[config.mk]
export PLATFORM = sky130hd
export DESIGN_NAME = pairbus_target
export DESIGN_NICKNAME = d
export VERILOG_FILES = /design/src/rtl/pairbus_pkg.sv /design/src/rtl/pairbus_seq.sv /design/src/rtl/pairbus_deser.sv /design/src/rtl/pairbus_ser.sv /design/src/rtl/pairbus_target.sv
export SDC_FILE = /design/constraint.sdc
export NUM_CORES = 1
export LEC_CHECK = 0
export ABC_CLOCK_PERIOD_IN_PS = 3400
export BUFFER_PORTS_ARGS = -buffer_cell sky130_fd_sc_hd__buf_2
export CORE_MARGIN = 2
export CORE_UTILIZATION = 50
export DETAILED_ROUTE_END_ITERATION = 8
export GPL_TIMING_DRIVEN = 0
export PLACE_DENSITY_LB_ADDON = 0.08
export SYNTH_ARGS = -nofsm -noshare
export SYNTH_HDL_FRONTEND = slang
export SYNTH_HIERARCHICAL = 1
export SYNTH_SLANG_ARGS = --single-unit
[constraint.sdc]
create_clock -name clk -period 3.4 [get_ports clk]
set_clock_uncertainty 0.2 [all_clocks]
set_input_delay 1.02 -clock clk [delete_from_list [all_inputs] [get_ports clk]]
set_output_delay 1.02 -clock clk [all_outputs]
set_load 0.005 [all_outputs]
[src/rtl/pairbus_pkg.sv]
package pairbus_pkg;
  localparam int ADDR_W    = 17;
  localparam int HDR_BEATS = (ADDR_W + 1) / 2;

  typedef enum logic [2:0] {
    S_IDLE, S_ADDR, S_WDATA, S_WREN, S_WACK, S_RDREQ, S_RDOUT
  } seq_state_e;

  function automatic int data_beats(int dw);
    return dw / 2;
  endfunction

  function automatic int frame_beats(int dw);
    return HDR_BEATS + data_beats(dw);
  endfunction

  function automatic int cnt_bits(int dw);
    return $clog2(frame_beats(dw));
  endfunction
endpackage

[src/rtl/pairbus_seq.sv]
module pairbus_seq
  import pairbus_pkg::*;
#(
  parameter int DATA_W = 32,
  localparam int CNT_W = cnt_bits(DATA_W)
) (
  input  logic             clk,
  input  logic             rst_n,
  input  logic             req,
  input  logic             op_write,
  output logic             cap_en,
  output logic [CNT_W-1:0] beat_idx,
  output logic             wr_issue,
  output logic             wr_ack,
  output logic             rd_issue,
  output logic             rd_phase
);
  localparam logic [CNT_W-1:0] HDR_LAST   = CNT_W'(HDR_BEATS - 1);
  localparam logic [CNT_W-1:0] FRAME_LAST = CNT_W'(frame_beats(DATA_W) - 1);
  localparam logic [CNT_W-1:0] RD_LAST    = CNT_W'(data_beats(DATA_W) - 1);

  seq_state_e       state_q;
  logic [CNT_W-1:0] cnt_q;
  logic             in_frame;

  assign in_frame = (state_q == S_ADDR) || (state_q == S_WDATA);
  assign cap_en   = req && (in_frame || state_q == S_IDLE);
  assign beat_idx = (state_q == S_IDLE) ? '0 : cnt_q;
  assign wr_issue = (state_q == S_WREN);
  assign wr_ack   = (state_q == S_WACK);
  assign rd_issue = (state_q == S_RDREQ);
  assign rd_phase = (state_q == S_RDOUT);

  always_ff @(posedge clk) begin
    if (!rst_n) begin
      state_q <= S_IDLE;
      cnt_q   <= '0;
    end else begin
      case (state_q)
        S_IDLE: if (req) begin
          state_q <= S_ADDR;
          cnt_q   <= CNT_W'(1);
        end
        S_ADDR: begin
          if (!req) state_q <= S_IDLE;
          else begin
            cnt_q <= cnt_q + 1'b1;
            if (cnt_q == HDR_LAST) state_q <= op_write ? S_WDATA : S_RDREQ;
          end
        end
        S_WDATA: begin
          if (!req) state_q <= S_IDLE;
          else if (cnt_q == FRAME_LAST) state_q <= S_WREN;
          else cnt_q <= cnt_q + 1'b1;
        end
        S_WREN:  state_q <= S_WACK;
        S_WACK:  state_q <= S_IDLE;
        S_RDREQ: begin
          state_q <= S_RDOUT;
          cnt_q   <= '0;
        end
        S_RDOUT: begin
          if (cnt_q == RD_LAST) state_q <= S_IDLE;
          else cnt_q <= cnt_q + 1'b1;
        end
        default: state_q <= S_IDLE;
      endcase
    end
  end

  // a dropped request mid-frame lands in idle
  assert_abort_idle_R8: assert property (@(posedge clk) disable iff (!rst_n)
    (in_frame && !req) |=> (state_q == S_IDLE && !wr_issue && !rd_issue));

  // write strobe lasts one cycle and the acknowledge follows it
  assert_we_then_ack_R5: assert property (@(posedge clk) disable iff (!rst_n)
    wr_issue |=> (wr_ack && !wr_issue));
endmodule

[src/rtl/pairbus_deser.sv]
module pairbus_deser
  import pairbus_pkg::*;
#(
  parameter int DATA_W = 32,
  localparam int CNT_W = cnt_bits(DATA_W),
  localparam int FRAME_BITS = 2 * frame_beats(DATA_W)
) (
  input  logic              clk,
  input  logic              rst_n,
  input  logic              cap_en,
  input  logic [CNT_W-1:0]  beat_idx,
  input  logic [1:0]        lane_in,
  output logic              op_write,
  output logic [ADDR_W-1:0] addr,
  output logic [DATA_W-1:0] wdata
);
  localparam logic [CNT_W-1:0] HDR_LAST = CNT_W'(HDR_BEATS - 1);

  // Stream image: {data, address, op}; beat k fills bits 2k+1:2k
  logic [FRAME_BITS-1:0] img_q;

  always_ff @(posedge clk) begin
    if (!rst_n) img_q <= '0;
    else if (cap_en) img_q[{beat_idx, 1'b0} +: 2] <= lane_in;
  end

  assign op_write = img_q[0];
  assign addr     = img_q[ADDR_W:1];
  assign wdata    = img_q[FRAME_BITS-1 -: DATA_W];

  // the flag comes from lane bit 0 of the first beat
  assert_op_capture_R1: assert property (@(posedge clk) disable iff (!rst_n)
    (cap_en && beat_idx == '0) |=> (op_write == $past(lane_in[0])));

  // data beats leave the captured address untouched
  assert_addr_hold_R2: assert property (@(posedge clk) disable iff (!rst_n)
    (cap_en && beat_idx > HDR_LAST) |=> $stable(addr));
endmodule

[src/rtl/pairbus_ser.sv]
module pairbus_ser #(
  parameter int DATA_W = 32
) (
  input  logic              clk,
  input  logic              rst_n,
  input  logic              load,
  input  logic              shift,
  input  logic [DATA_W-1:0] rd_data,
  output logic [1:0]        lane_out
);
  logic [DATA_W-1:0] sh_q;

  always_ff @(posedge clk) begin
    if (!rst_n) sh_q <= '0;
    else if (load) sh_q <= rd_data;
    else if (shift) sh_q <= {2'b00, sh_q[DATA_W-1:2]};
  end

  assign lane_out = shift ? sh_q[1:0] : 2'b00;
endmodule

[src/rtl/pairbus_target.sv]
module pairbus_target
  import pairbus_pkg::*;
#(
  parameter int DATA_W = 32
) (
  input  logic              clk,
  input  logic              rst_n,
  input  logic              req,
  input  logic [1:0]        lane_in,
  output logic              ack,
  output logic [1:0]        lane_out,
  output logic [16:0]       reg_addr,
  output logic [DATA_W-1:0] reg_wdata,
  output logic              reg_we,
  output logic              reg_re,
  input  logic [DATA_W-1:0] reg_rdata
);
  localparam int CNT_W = cnt_bits(DATA_W);
  localparam int DB    = data_beats(DATA_W);
  localparam int RUN_W = $clog2(DB + 1);

  logic             cap_en, op_write, wr_issue, wr_ack, rd_issue, rd_phase;
  logic [CNT_W-1:0] beat_idx;

  pairbus_seq #(.DATA_W(DATA_W)) u_seq (
    .clk(clk), .rst_n(rst_n), .req(req), .op_write(op_write),
    .cap_en(cap_en), .beat_idx(beat_idx), .wr_issue(wr_issue),
    .wr_ack(wr_ack), .rd_issue(rd_issue), .rd_phase(rd_phase)
  );

  pairbus_deser #(.DATA_W(DATA_W)) u_deser (
    .clk(clk), .rst_n(rst_n), .cap_en(cap_en), .beat_idx(beat_idx),
    .lane_in(lane_in), .op_write(op_write), .addr(reg_addr), .wdata(reg_wdata)
  );

  pairbus_ser #(.DATA_W(DATA_W)) u_ser (
    .clk(clk), .rst_n(rst_n), .load(rd_issue), .shift(rd_phase),
    .rd_data(reg_rdata), .lane_out(lane_out)
  );

  assign ack    = wr_ack | rd_phase;
  assign reg_we = wr_issue;
  assign reg_re = rd_issue;

  // Length of the current read acknowledge run, for R7
  logic [RUN_W-1:0] run_q;
  always_ff @(posedge clk) begin
    if (!rst_n) run_q <= '0;
    else if (rd_phase) run_q <= run_q + 1'b1;
    else run_q <= '0;
  end

  // the output lane is quiet whenever no acknowledge is up
  assert_lane_quiet_R9: assert property (@(posedge clk) disable iff (!rst_n)
    !ack |-> (lane_out == 2'b00));

  // a read acknowledge run lasts exactly DATA_W/2 cycles
  assert_rd_ack_len_R7: assert property (@(posedge clk) disable iff (!rst_n)
    $fell(rd_phase) |-> (run_q == RUN_W'(DB)));

  // the read strobe is one cycle and data starts right after it
  assert_re_to_data_R6: assert property (@(posedge clk) disable iff (!rst_n)
    reg_re |=> (ack && !reg_re));

  // strobes and acknowledge never overlap
  assert_strobe_excl_R4: assert property (@(posedge clk) disable iff (!rst_n)
    $onehot0({reg_we, reg_re, ack}));

  // address is steady while the write strobe is up
  assert_addr_at_we_R2: assert property (@(posedge clk) disable iff (!rst_n)
    reg_we |-> $stable(reg_addr));
endmodule

==> results of run 1 <==
## stage by stage
stage / instance area, um^2 / utilization (%) / setup slack, ns / setup TNS [ns]
global route: 5600 / 60.6 / 0.0521 / 0
detailed placement: 5360 / 58.0 / -0.00201 / -0.00201
CTS: 5590 / 60.5 / 0.0764 / 0
finish: 5600 / 60.6 / 0.264 / 0
floorplan: 4740 / - / 0.558 / 0
global placement: 5360 / 58.0 / 0.0374 / 0
## flip-flops by register name, summed over array words and instances (netlist names)
signal / count
u_seq/state_q: 3
u_deser/img_q: 50
u_seq/cnt_q: 5
u_ser/sh_q: 32
## cell usage in the layout, fill, tap and decap left out, types with 3 or more instances in the layout
cell	netlist	final
buf_4	4	4
clkbuf_8	1	10
and2_1	4	4
mux2i_1	51	51
nand3b_1	3	3
inv_1	13	13
buf_2	5	95
o211a_1	30	30
nand3_1	14	14
o22ai_1	3	3
nor2_1	21	19
nand2b_1	41	41
or3_1	5	5
nand2_1	62	62
mux2_4	26	26
or3b_1	6	6
dfxtp_1	90	90
mux2_2	4	4
a21oi_1	10	10
buf_6	5	5
a22oi_1	3	3
a21o_1	3	3
nor3b_1	3	3
ha_1	7	7
a31oi_1	5	5
nor2b_1	12	12
clkbuf_1	13	12
## per-layer routing
layer  part of all wire (%)  up-vias  track usage (%)
met1                     44     1798             25.9
met3                    5.0       15             5.18
met4                    1.8        0             7.48
met5                      0        -                0
li1                       -     1916                -
met2                     50      122             38.8
## cell type report
type,instances,area [um^2],area share (%)
Clock buffer,9,124,2.21
Buffer,29,184,3.28
Sequential cell,90,1800,32.2
Tap cell,129,161,2.88
Timing Repair Buffer,90,450,8.04
Clock inverter,7,110,1.97
Inverter,13,48.8,0.871
Multi-Input combinational cell,355,2720,48.6
## critical path: stages (launching register included)
cell and delay [ns]:
dfxtp_1 0.39, clkbuf_2 0.27, nor3_4 0.10, nor2_2 0.26, inv_1 0.14, ha_1 0.32, or4b_4 0.26, nand3_1 0.12
or3b_1 0.49, or3_1 0.37, mux2i_1 0.16
## where the power goes
part | internal, mW | switching, mW
clock | 0.426 | 0.414
sequential | 1.09 | 0.0313
combinational | 0.223 | 0.296
total | 1.74 | 0.741
## cell families (layout without fill, tap and decap cells)
| family | after synthesis | count (layout) |
|---|---|---|
| AND/OR/NAND/NOR | 191 | 191 |
| flip-flops | 90 | 90 |
| multiplexers | 81 | 81 |
| AO/OA/AOI/OAI | 75 | 75 |
| buffers and inverters | 42 | 148 |
| adder cells (fa/ha/maj) | 7 | 7 |
| XOR/XNOR | 1 | 1 |
## path summary, 6_finish.rpt
path | from | end | slack, ns | cells past startpoint
setup reg to reg | u_seq/state_q[0]$_SDFFE_PN0P_ | u_deser/img_q[36]$_SDFFE_PN0P_ | 0.26 | 10
hold / removal | u_deser/img_q[3]$_SDFFE_PN0P_ | u_deser/img_q[3]$_SDFFE_PN0P_ | 0.26 | 2
hold reg to reg | u_deser/img_q[3]$_SDFFE_PN0P_ | u_deser/img_q[3]$_SDFFE_PN0P_ | 0.26 | 2
setup / recovery | u_seq/state_q[0]$_SDFFE_PN0P_ | u_deser/img_q[36]$_SDFFE_PN0P_ | 0.26 | 10
==> results summary, run 1 <==
The worst setup path is captured at a register. The total number of H-tree levels came out at 3. The total number of clock tree sinks came out at 90.

The iteration-0 DRC count of the detailed router came out at 118. The via density per instance came out at 5.33. Power spread over the standard cell area amounts to 444 nW/um^2. The clock buffer count from CTS came out at 9. STA classifies the critical path startpoint as a register. The count of cells in the finished layout, fillers not included, comes to 722. The multiplexer share of the synthesized area came out at 19.9%. For this run, the number of Yosys warnings is 6.

The number of antenna repair diodes came out at 0. The final weighted congestion of routability-driven global placement came out at about 0.85. IR analysis of the VDD net gives a maximum drop of 0.232 mV.

The number of enable flip-flop cells after synthesis came out at 0. Dividing the detail-routed wire length by the instance count gives 15.2 um. The tool flagged a number of max-cap violations equal to 0. The post-synthesis cell area came out at 4740 um^2. The count of standard-cell rows is 35. The post-synthesis register bit count is 90.

The path class of the tightest hold or removal check is register to register. The remaining max-slew budget at the tightest pin is 51.3%. By count the netlist is led by dfxtp_1, nand2_1, mux2i_1, nand2b_1, o211a_1. The period utilization came out at 92.2%. The share of Yosys cell area claimed by the top area cell type is 38.0%. The clock passes through at most 2 buffers. On the final layout, the worst hold slack is 0.260 ns. In the synthesized netlist, the number of instances is 487.

The boundary pin count came out at 91. The initial core utilization came out at 51.3%. The clock insertion delay at the later pin of the skew report is around 0.36 ns.

The synthesized-area fraction occupied by ao, oa, aoi and oai cells is between 10% and 20%. The wire length of the first global-routing pass is 17.9 mm. The final routed wirelength across all metal layers is roughly 11 mm. In this run the horizontal extent of the chip is 101 um.

The post-DP HPWL is 8.20 mm. The die height is 101 um. The quantity of gates resized following cts is 2. The area of the die came out at 10300 um^2. The total iterations of the first detailed-routing run came out at 5. The top cell type by total area after synthesis is dfxtp_1. The number of placed instances, taps included came out at 706. The clock-pin transition on the worst setup and hold timing paths came out at approximately 0.10 ns. The xor and xnor fraction of the mapped netlist area came out at 0.185%. The total via count after detailed routing is 3851.

The global-route usage over all layers is 21.9%. At the worst endpoint, the required time is 3.50 ns. The arrival time at the worst endpoint is around 3.2 ns. The most common cell in the synthesized netlist is dfxtp_1. Compared with the post-synthesis result, the final layout area differs by 18.1%. The hold buffer count at CTS is 0. The arithmetic-cell share of the synthesized area counting full adders, half adders and majority gates is about 1.8%. TritonCTS built the clock tree.

The worst setup path is of the register to register kind. The run finished with clean final reports. The number of different library cells in the post-synthesis netlist is 61. The total power of the final layout is 2.48 mW.

The total leakage power came out at 2.76 nW. At the end of the flow, the number of nets in the layout was about 630. During placement, the flow inserted port buffers numbering 90.

The count of antenna-violating nets left after detailed routing is 0. The commonest register cell after synthesis is dfxtp_1. The count of endpoints failing hold in the final timing report is 0. For this run, the register share of the synthesized area comes to between 30% and 40%. The post-synthesis net count is 531.

The maximum clock frequency is approximately 0.32 GHz. The number of pins exceeding their max-slew limit in the final report came out at 0. In this run the clock root is driven by a clkbuf_8.

The share of synthesized cell area in and, or, nand and nor gates came out at 22.0%. The core footprint is between 9000 and 10000 um^2. The via count of the first global-routing pass came out at 3796. The top fanout value on the critical path is 10.

The remaining global-route overflow came out at 0. In the final layout, the share of cells above drive strength 1 is 28.2%. The async set-or-reset flop fraction in the synthesized netlist came out at 0%.

Yosys attributes the largest share of cell area to dfxtp_1, mux2i_1, mux2_4. After synthesis, the largest family of logic cells by area is simple AND/OR/NAND/NOR gates. The setup-violating endpoint count in the final report is 0. Counting I/O delays and the setup requirement, the final critical path takes 3.14 ns. The mean cell area of the mapped netlist came out at 9.74 um^2. The number of antenna violations at the first check in global routing is 0. The layout has 817 filler cells. The slew at the pin closest to its max-slew limit is 0.728 ns. The maximum number of pins on one net before global-route repair is 18.

For this run, design rule violations remaining after detail routing come to 0. Setup repair after global routing left no endpoint under its margin. The number of buffers inserted to repair setup after CTS came out at 0.
Power figures use the tool's default switching activity.
==> run 2, diff against run 1 <==
--- a/config.mk
+++ b/config.mk
@@ -12,6 +12,7 @@
 export DETAILED_ROUTE_END_ITERATION = 8
 export GPL_TIMING_DRIVEN = 0
 export PLACE_DENSITY_LB_ADDON = 0.08
+export SKIP_CTS_REPAIR_TIMING = 1
 export SYNTH_ARGS = -nofsm -noshare
 export SYNTH_HDL_FRONTEND = slang
 export SYNTH_HIERARCHICAL = 1
==> constraint.sdc (replaced) <==
create_clock -name clk -period 3.4 [get_ports clk]
set_clock_uncertainty 0.2 [all_clocks]
set_input_delay 1.02 -clock clk [delete_from_list [all_inputs] [get_ports clk]]
set_output_delay 1.02 -clock clk [all_outputs]
set_load 0.1 [all_outputs]
==> run 2 against run 1 <==
Effect of this change: critical path depth fell by 3; non-clock buffer count stayed put; sequential share of layout area about the same; power grew 1.8%; via count hardly changed; sequential power barely moved; maximum frequency down 4.1%; highest routed layer unchanged.
==> results summary, run 2 (synthesized netlist as in run 1, its figures left out) <==
The run finished with clean final reports. The storage element area came out at 1800 um^2 (unchanged). The required time reported for the critical path endpoint was 2.18 ns (-1.32 ns). The clock buffer count from CTS is 9 (unchanged). The setup TNS after final layout came to 0 ns (unchanged). The boundary pin count was 91 (unchanged). The final-stage net count is 632 (unchanged).

The met3 wire length was 566 um (+2.5%). The area of the die came out at 10300 um^2 (unchanged). STA classifies the critical path startpoint as a register.

The tree is rooted in a clkbuf_8. The period utilization is 96.2% (+4.0 points). The worst hold path belongs to the class register to register. Setup repair after global routing could not meet its margin everywhere.

The setup-violating endpoint count in the final report is 0 (unchanged). The final instance count without filler cells came to 722 (unchanged). The number of antenna repair diodes came out at 0 (unchanged). The maximum single-stage delay on the critical path is 0.38 ns (-0.11 ns). TritonCTS built the clock tree. The placed cell area came to 5360 um^2 (unchanged). The clock period minus worst slack came out at 3.27 ns (+0.135 ns). The number of pins exceeding their max-slew limit in the final report came out at 0 (unchanged). The remaining max-slew budget at the tightest pin is 58.8% (+7.5 points). The count of buffers from port buffering is 90 (unchanged).

The width of the chip is 101 um (unchanged). The area of combinational cells with multiple inputs came out at 2720 um^2 (about the same). The maximum clock path buffer count is 2 (unchanged). The worst setup slack before clock tree synthesis is -0.00201 ns (unchanged). The slew at the pin closest to its max-slew limit is 0.618 ns (-0.110 ns). The total power of the final layout came out at 2.53 mW (+1.8%). The core footprint came out at 9240 um^2 (unchanged). The via density per instance came out at 5.33 (about the same). The post-DP HPWL was 8.20 mm (unchanged). The critical path is of the register to primary output type. The peak supply drop is 0.233 mV (+0.10%).

The design area is 5610 um^2 (+0.13%). The total number of H-tree levels is 3 (unchanged). The total via count after detailed routing is 3850 (-0.026%).

The remaining global-route overflow is 0 (unchanged). The number of fill cells in the layout came out at 813 (-0.49%). The critical path goes through buf_4 -> inv_1 -> nor2_1 -> buf_6 -> buf_6 -> and2_1 -> buf_4. The share of cells above drive strength 1 came out at 28.3% (+0.17 points). The clock-pin transition on the worst setup and hold timing paths came out at 0.10 ns (about the same). The maximum number of pins on one net before global-route repair is 18 (unchanged). The commonest non-fill, non-tap cell in the layout is buf_2.

The total iterations of the first detailed-routing run came out at 4 (-1). The flip-flop count of the largest register, all copies and words added is 50 (unchanged). The launch instance of the worst min-delay path is u_deser/img_q[3]$_SDFFE_PN0P_. The most critical setup path has its startpoint at u_seq/state_q[2]$_SDFFE_PN0P_. In the layout the commonest cells are buf_2, dfxtp_1, nand2_1. The worst setup path is captured at a primary output. The max-capacitance violation count came out at 0 (unchanged). The power density over cell area is 451 nW/um^2 (+1.7%). The worst path setup slack after routing is 0.128 ns (-0.135 ns). The routed length on met2 was 5.48 mm (+0.51%). The number of antenna violations at the first check in global routing came out at 0 (unchanged).

The total leakage power was 2.76 nW (about the same). The final weighted congestion of routability-driven global placement is 0.849 (unchanged). The count of antenna-violating nets left after detailed routing was 0 (unchanged). The die height is 101 um (unchanged). The largest registers in the layout are u_deser/img_q: 50 flops, u_ser/sh_q: 32 flops, u_seq/cnt_q: 5 flops. The sum of routed wire segments on met1 came out at 4.73 mm (-1.1%). The maximum clock frequency is 0.306 GHz (-4.1%). The total number of clock tree sinks came to 90 (unchanged). The count of endpoints failing hold in the final timing report is 0 (unchanged). The wire length of the first global-routing pass came out at 17.9 mm (unchanged). The area growth from synthesis to layout came out at 18.3%. The top fanout value on the critical path was 10 (unchanged).

The via count of the first global-routing pass was 3796 (unchanged). The final routed wire length divided by cell count came out at 15.2 um (about the same). The final routed wirelength across all metal layers is 11.0 mm (about the same). The iteration-0 DRC count of the detailed router is 110 (-6.8%). The post-route DRC violation count came to 0 (unchanged).

The number of placed instances, taps included is 706 (unchanged). The count of standard-cell rows is 35 (unchanged). The final design utilization came to 60.7% (+0.081 points).

For this design, the slowest cell found on the critical path is dfxtp_1. The global-route usage over all layers came out at 21.9% (unchanged). The top layer used by detailed routing is met4. Counting flops per register, the top entry is u_deser/img_q.

The worst register-to-register path begins at u_seq/state_q[0]$_SDFFE_PN0P_. The final-layout worst hold slack came to 0.260 ns (+0.000122 ns). The initial core utilization is 51.3% (unchanged). The arrival time at the worst endpoint came out at 2.05 ns (-1.19 ns). The clock insertion delay at the later pin of the skew report is 0.37 ns (about the same).
==> run 2: cell counts in the layout (fill, tap and decap cells not counted) <==
No cell type changed its count.
==> run 2: routing by layer <==
layer / vias up / global-route usage, %
li1: 1915 / -
met1: 1801 / 25.9
met2: 118 / 38.8
met3: 16 / 5.18
met4: 0 / 7.48
met5: - / 0
==> run 2: critical path: cells and delay by family (launching register included) <==
family	cells	cell delay [ns]
buf+inv	5	0.95
flops	1	0.38
simple gates	2	0.35
==> run 2: final timing paths <==
kind,slack (ns),endpoint,cells past startpoint
max,0.13,lane_out[1],7
max reg2reg,0.28,u_deser/img_q[36]$_SDFFE_PN0P_,10
min,0.26,u_deser/img_q[3]$_SDFFE_PN0P_,2
min reg2reg,0.26,u_deser/img_q[3]$_SDFFE_PN0P_,2
==> run 2: cell type report <==
| type | count | area share (%) |
|---|---|---|
| Buffer | 29 | 3.28 |
| Tap cell | 129 | 2.88 |
| Clock buffer | 9 | 2.21 |
| Sequential cell | 90 | 32.1 |
| Multi-Input combinational cell | 355 | 48.6 |
| Timing Repair Buffer | 90 | 8.12 |
| Inverter | 13 | 0.870 |
| Clock inverter | 7 | 1.96 |
==> run 2: where the power goes <==
| group | total [mW] | leakage (nW) | switching, mW | internal, mW |
|---|---|---|---|---|
| Sequential | 1.12 | 0.726 | 0.0312 | 1.09 |
| Combinational | 0.565 | 1.92 | 0.342 | 0.224 |
| Clock | 0.840 | 0.113 | 0.414 | 0.426 |
| Total | 2.53 | 2.76 | 0.787 | 1.74 |
==> run 3, diff against run 2 <==
--- a/config.mk
+++ b/config.mk
@@ -5,10 +5,10 @@
 export SDC_FILE = /design/constraint.sdc
 export NUM_CORES = 1
 export LEC_CHECK = 0
-export ABC_CLOCK_PERIOD_IN_PS = 3400
 export BUFFER_PORTS_ARGS = -buffer_cell sky130_fd_sc_hd__buf_2
+export CAP_MARGIN = 40
 export CORE_MARGIN = 2
-export CORE_UTILIZATION = 50
+export CORE_UTILIZATION = 56
 export DETAILED_ROUTE_END_ITERATION = 8
 export GPL_TIMING_DRIVEN = 0
 export PLACE_DENSITY_LB_ADDON = 0.08
==> run 3 against run 2 <==
Effect of this change: highest routed layer unchanged; cell count decreased by 3.3%; register-to-register slack about the same; flip-flop and latch count unchanged; combinational power about the same; critical endpoint is now lane_out[0]; critical path type unchanged; non-clock buffer count stayed put; critical path depth unchanged; first-iteration DRC count grew 34%.
==> results summary, run 3 (synthesized netlist as in run 1, its figures left out) <==
Leaving out fill and tap cells, the most frequent cells in the layout are buf_2, dfxtp_1, nand2_1. The clock buffer count from CTS came out at 9 (unchanged). The post-DP HPWL is 8.06 mm (-1.8%). The iteration-0 DRC count of the detailed router is 147 (+34%). The flow ran to the end, and the final reports show no timing, DRC or antenna violations. The die height came to 96.0 um (-5.3%). The clock power share came out at 31.1% (-2.1 points). The min-delay analysis places its worst path in the category register to register. The final instance count without filler cells was 698 (-3.3%).

The initial core utilization is 57.7% (+6.4 points). The max-capacitance violation count came to 0 (unchanged). The maximum clock frequency came out at 0.310 GHz (+1.5%). The switching share of power came out at 32.1% (+0.98 points).

By startpoint and endpoint, the worst setup path is classified as register to primary output. The final routed wire length divided by cell count was 15.4 um (+0.94%). The count of endpoints failing hold in the final timing report came out at 0 (unchanged). The maximum single-stage delay on the critical path is 0.39 ns (about the same). The remaining max-slew budget at the tightest pin came to 65.7% (+6.9 points). The total iterations of the first detailed-routing run is 5 (+1). The number of placed instances, taps included is 682 (-3.4%). The master of the slowest instance on the critical path is dfxtp_1. The worst setup path is captured at a primary output.

From synthesis to final layout, the design area changed by 17.4%. The worst setup slack before clock tree synthesis came out at 0.0139 ns (+0.0159 ns). The global-route usage over all layers came out at 24.1% (+2.2 points). The design area is 5570 um^2 (-0.74%).

The number of pins exceeding their max-slew limit in the final report is 0 (unchanged). The library cell appearing most often on the critical path is buf_6. More flip-flops sit in one register than any other, and that register is u_deser/img_q. TritonCTS built the clock tree. The final-stage net count is 632 (unchanged). In this run the clock root is driven by a clkbuf_8. The via count of the first global-routing pass came out at 3635 (-4.2%). The wire length of the first global-routing pass is 17.3 mm (-3.6%). The slew at the pin closest to its max-slew limit came out at 0.515 ns (-0.103 ns). The via density per instance is 5.56 (+4.3%). The remaining global-route overflow is 0 (unchanged).

The count of antenna-violating nets left after detailed routing is 0 (unchanged). The power share of the combinational group is 23.0% (+0.7 points). The power dissipated by switching net loads was 0.789 mW (+0.33%).

The clock period minus worst slack is 3.22 ns (-0.0474 ns). The maximum number of pins on one net before global-route repair came out at 18 (unchanged). The post-route DRC violation count is 0 (unchanged). The share of cells above drive strength 1 came out at 28.7% (+0.34 points). The number of antenna repair diodes is 0 (unchanged). The largest registers in the layout are u_deser/img_q: 50 flops, u_ser/sh_q: 32 flops, u_seq/cnt_q: 5 flops. The part of the power in registers came to 45.9% (+1.4 points). The top fanout value on the critical path came to 10 (unchanged). The flip-flop count of the largest register, all copies and words added was 50 (unchanged). The clock insertion delay at the later pin of the skew report is 0.36 ns (about the same). The total via count after detailed routing came out at 3883 (+0.86%).

The period utilization came out at 94.8% (-1.4 points). The setup-violating endpoint count in the final report came out at 0 (unchanged). The placed cell area came to 5330 um^2 (-0.56%). The core footprint is 8220 um^2 (-11%). The count of buffers from port buffering is 90 (unchanged). The total number of H-tree levels came out at 3 (unchanged). Setup repair after global routing left no endpoint under its margin. The commonest non-fill, non-tap cell in the layout is buf_2. The count of standard-cell rows came out at 33 (-5.7%). The final routed wirelength across all metal layers is 10.7 mm (-2.4%). The area of the die is 9220 um^2 (-10%). Walking the worst path, the cells encountered are buf_4 -> inv_1 -> nor2_2 -> buf_6 -> buf_6 -> and2_1 -> buf_6. The arrival time at the worst endpoint came out at 2.00 ns (-0.05 ns). The required time reported for the critical path endpoint was 2.18 ns (about the same). The total number of clock tree sinks is 90 (unchanged). The width of the chip is 96.0 um (-5.3%). The clock-pin transition on the worst setup and hold timing paths is 0.09 ns (about the same). The worst setup path is launched from a register. The boundary pin count came out at 91 (unchanged).

The peak supply drop came out at 0.199 mV (-14%). The total leakage power came out at 2.75 nW (-0.32%). The number of antenna violations at the first check in global routing is 0 (unchanged). The worst path setup slack after routing came out at 0.176 ns (+0.0474 ns).

The number of fill cells in the layout came out at 676 (-17%). The power density over cell area came out at 442 nW/um^2 (-2.0%). The internal power component is 1.67 mW (-4.1%).

The maximum clock path buffer count is 2 (unchanged). The final weighted congestion of routability-driven global placement came out at 0.917 (+8.1%). The setup TNS after final layout came out at 0 ns (unchanged).
run 3: power groups by stage:
stage / Clock (mW) / Sequential, mW / Combinational, mW
4_1_cts: 0.790 / 1.13 / 0.551
2_1_floorplan: 0 / 1.16 / 0.415
3_5_place_dp: 0 / 1.15 / 0.548
3_3_place_gp: 0 / 1.15 / 0.539
6_report: 0.766 / 1.13 / 0.566
5_1_grt: 0.830 / 1.13 / 0.618
run 3: worst paths after layout:
| check | from | to | slack (ns) | cells after the start |
|---|---|---|---|---|
| worst max-delay path | u_seq/state_q[2]$_SDFFE_PN0P_ | lane_out[0] | 0.18 | 7 |
| worst min-delay path | u_deser/img_q[38]$_SDFFE_PN0P_ | u_deser/img_q[38]$_SDFFE_PN0P_ | 0.26 | 2 |
| worst max register to register | u_seq/state_q[0]$_SDFFE_PN0P_ | u_deser/img_q[5]$_SDFFE_PN0P_ | 0.28 | 10 |
| worst min register to register | u_deser/img_q[38]$_SDFFE_PN0P_ | u_deser/img_q[38]$_SDFFE_PN0P_ | 0.26 | 2 |
run 3: layout make-up:
cell class | count | area (um^2) | share of cell area (%)
flip-flops and latches | 90 | 1800 | 32.4
plain buffers | 29 | 184 | 3.30
well taps | 105 | 131 | 2.36
repair buffers | 90 | 465 | 8.36
multi-input cells | 355 | 2730 | 49.0
clock buffers | 9 | 124 | 2.22
clock inverters | 7 | 85.1 | 1.53
inverters | 13 | 48.8 | 0.876
run 3: metrics by stage:
step           hold WS, ns  utilization (%)  power (mW)
6_report             0.261             67.8        2.46
5_1_grt              0.283             67.8        2.58
4_1_cts              0.263             67.4        2.47
3_5_place_dp         0.250             64.8        1.70
3_3_place_gp         0.240             64.8        1.69
2_1_floorplan        0.265                -        1.57
run 3: metal layers:
| layer | vias up | track usage, % | wire (um) |
|---|---|---|---|
| met4 | 0 | 11.9 | 323 |
| met2 | 129 | 40.5 | 5170 |
| met5 | - | 0 | 0 |
| li1 | 1914 | - | - |
| met1 | 1814 | 29.9 | 4660 |
| met3 | 26 | 3.52 | 560 |
run 3: worst max-delay path, delay by kind of cell (launching register included):
family | cells | cell delay [ns]
and+or+nand+nor | 2 | 0.35
buffers and inverters | 5 | 0.89
DFF | 1 | 0.39
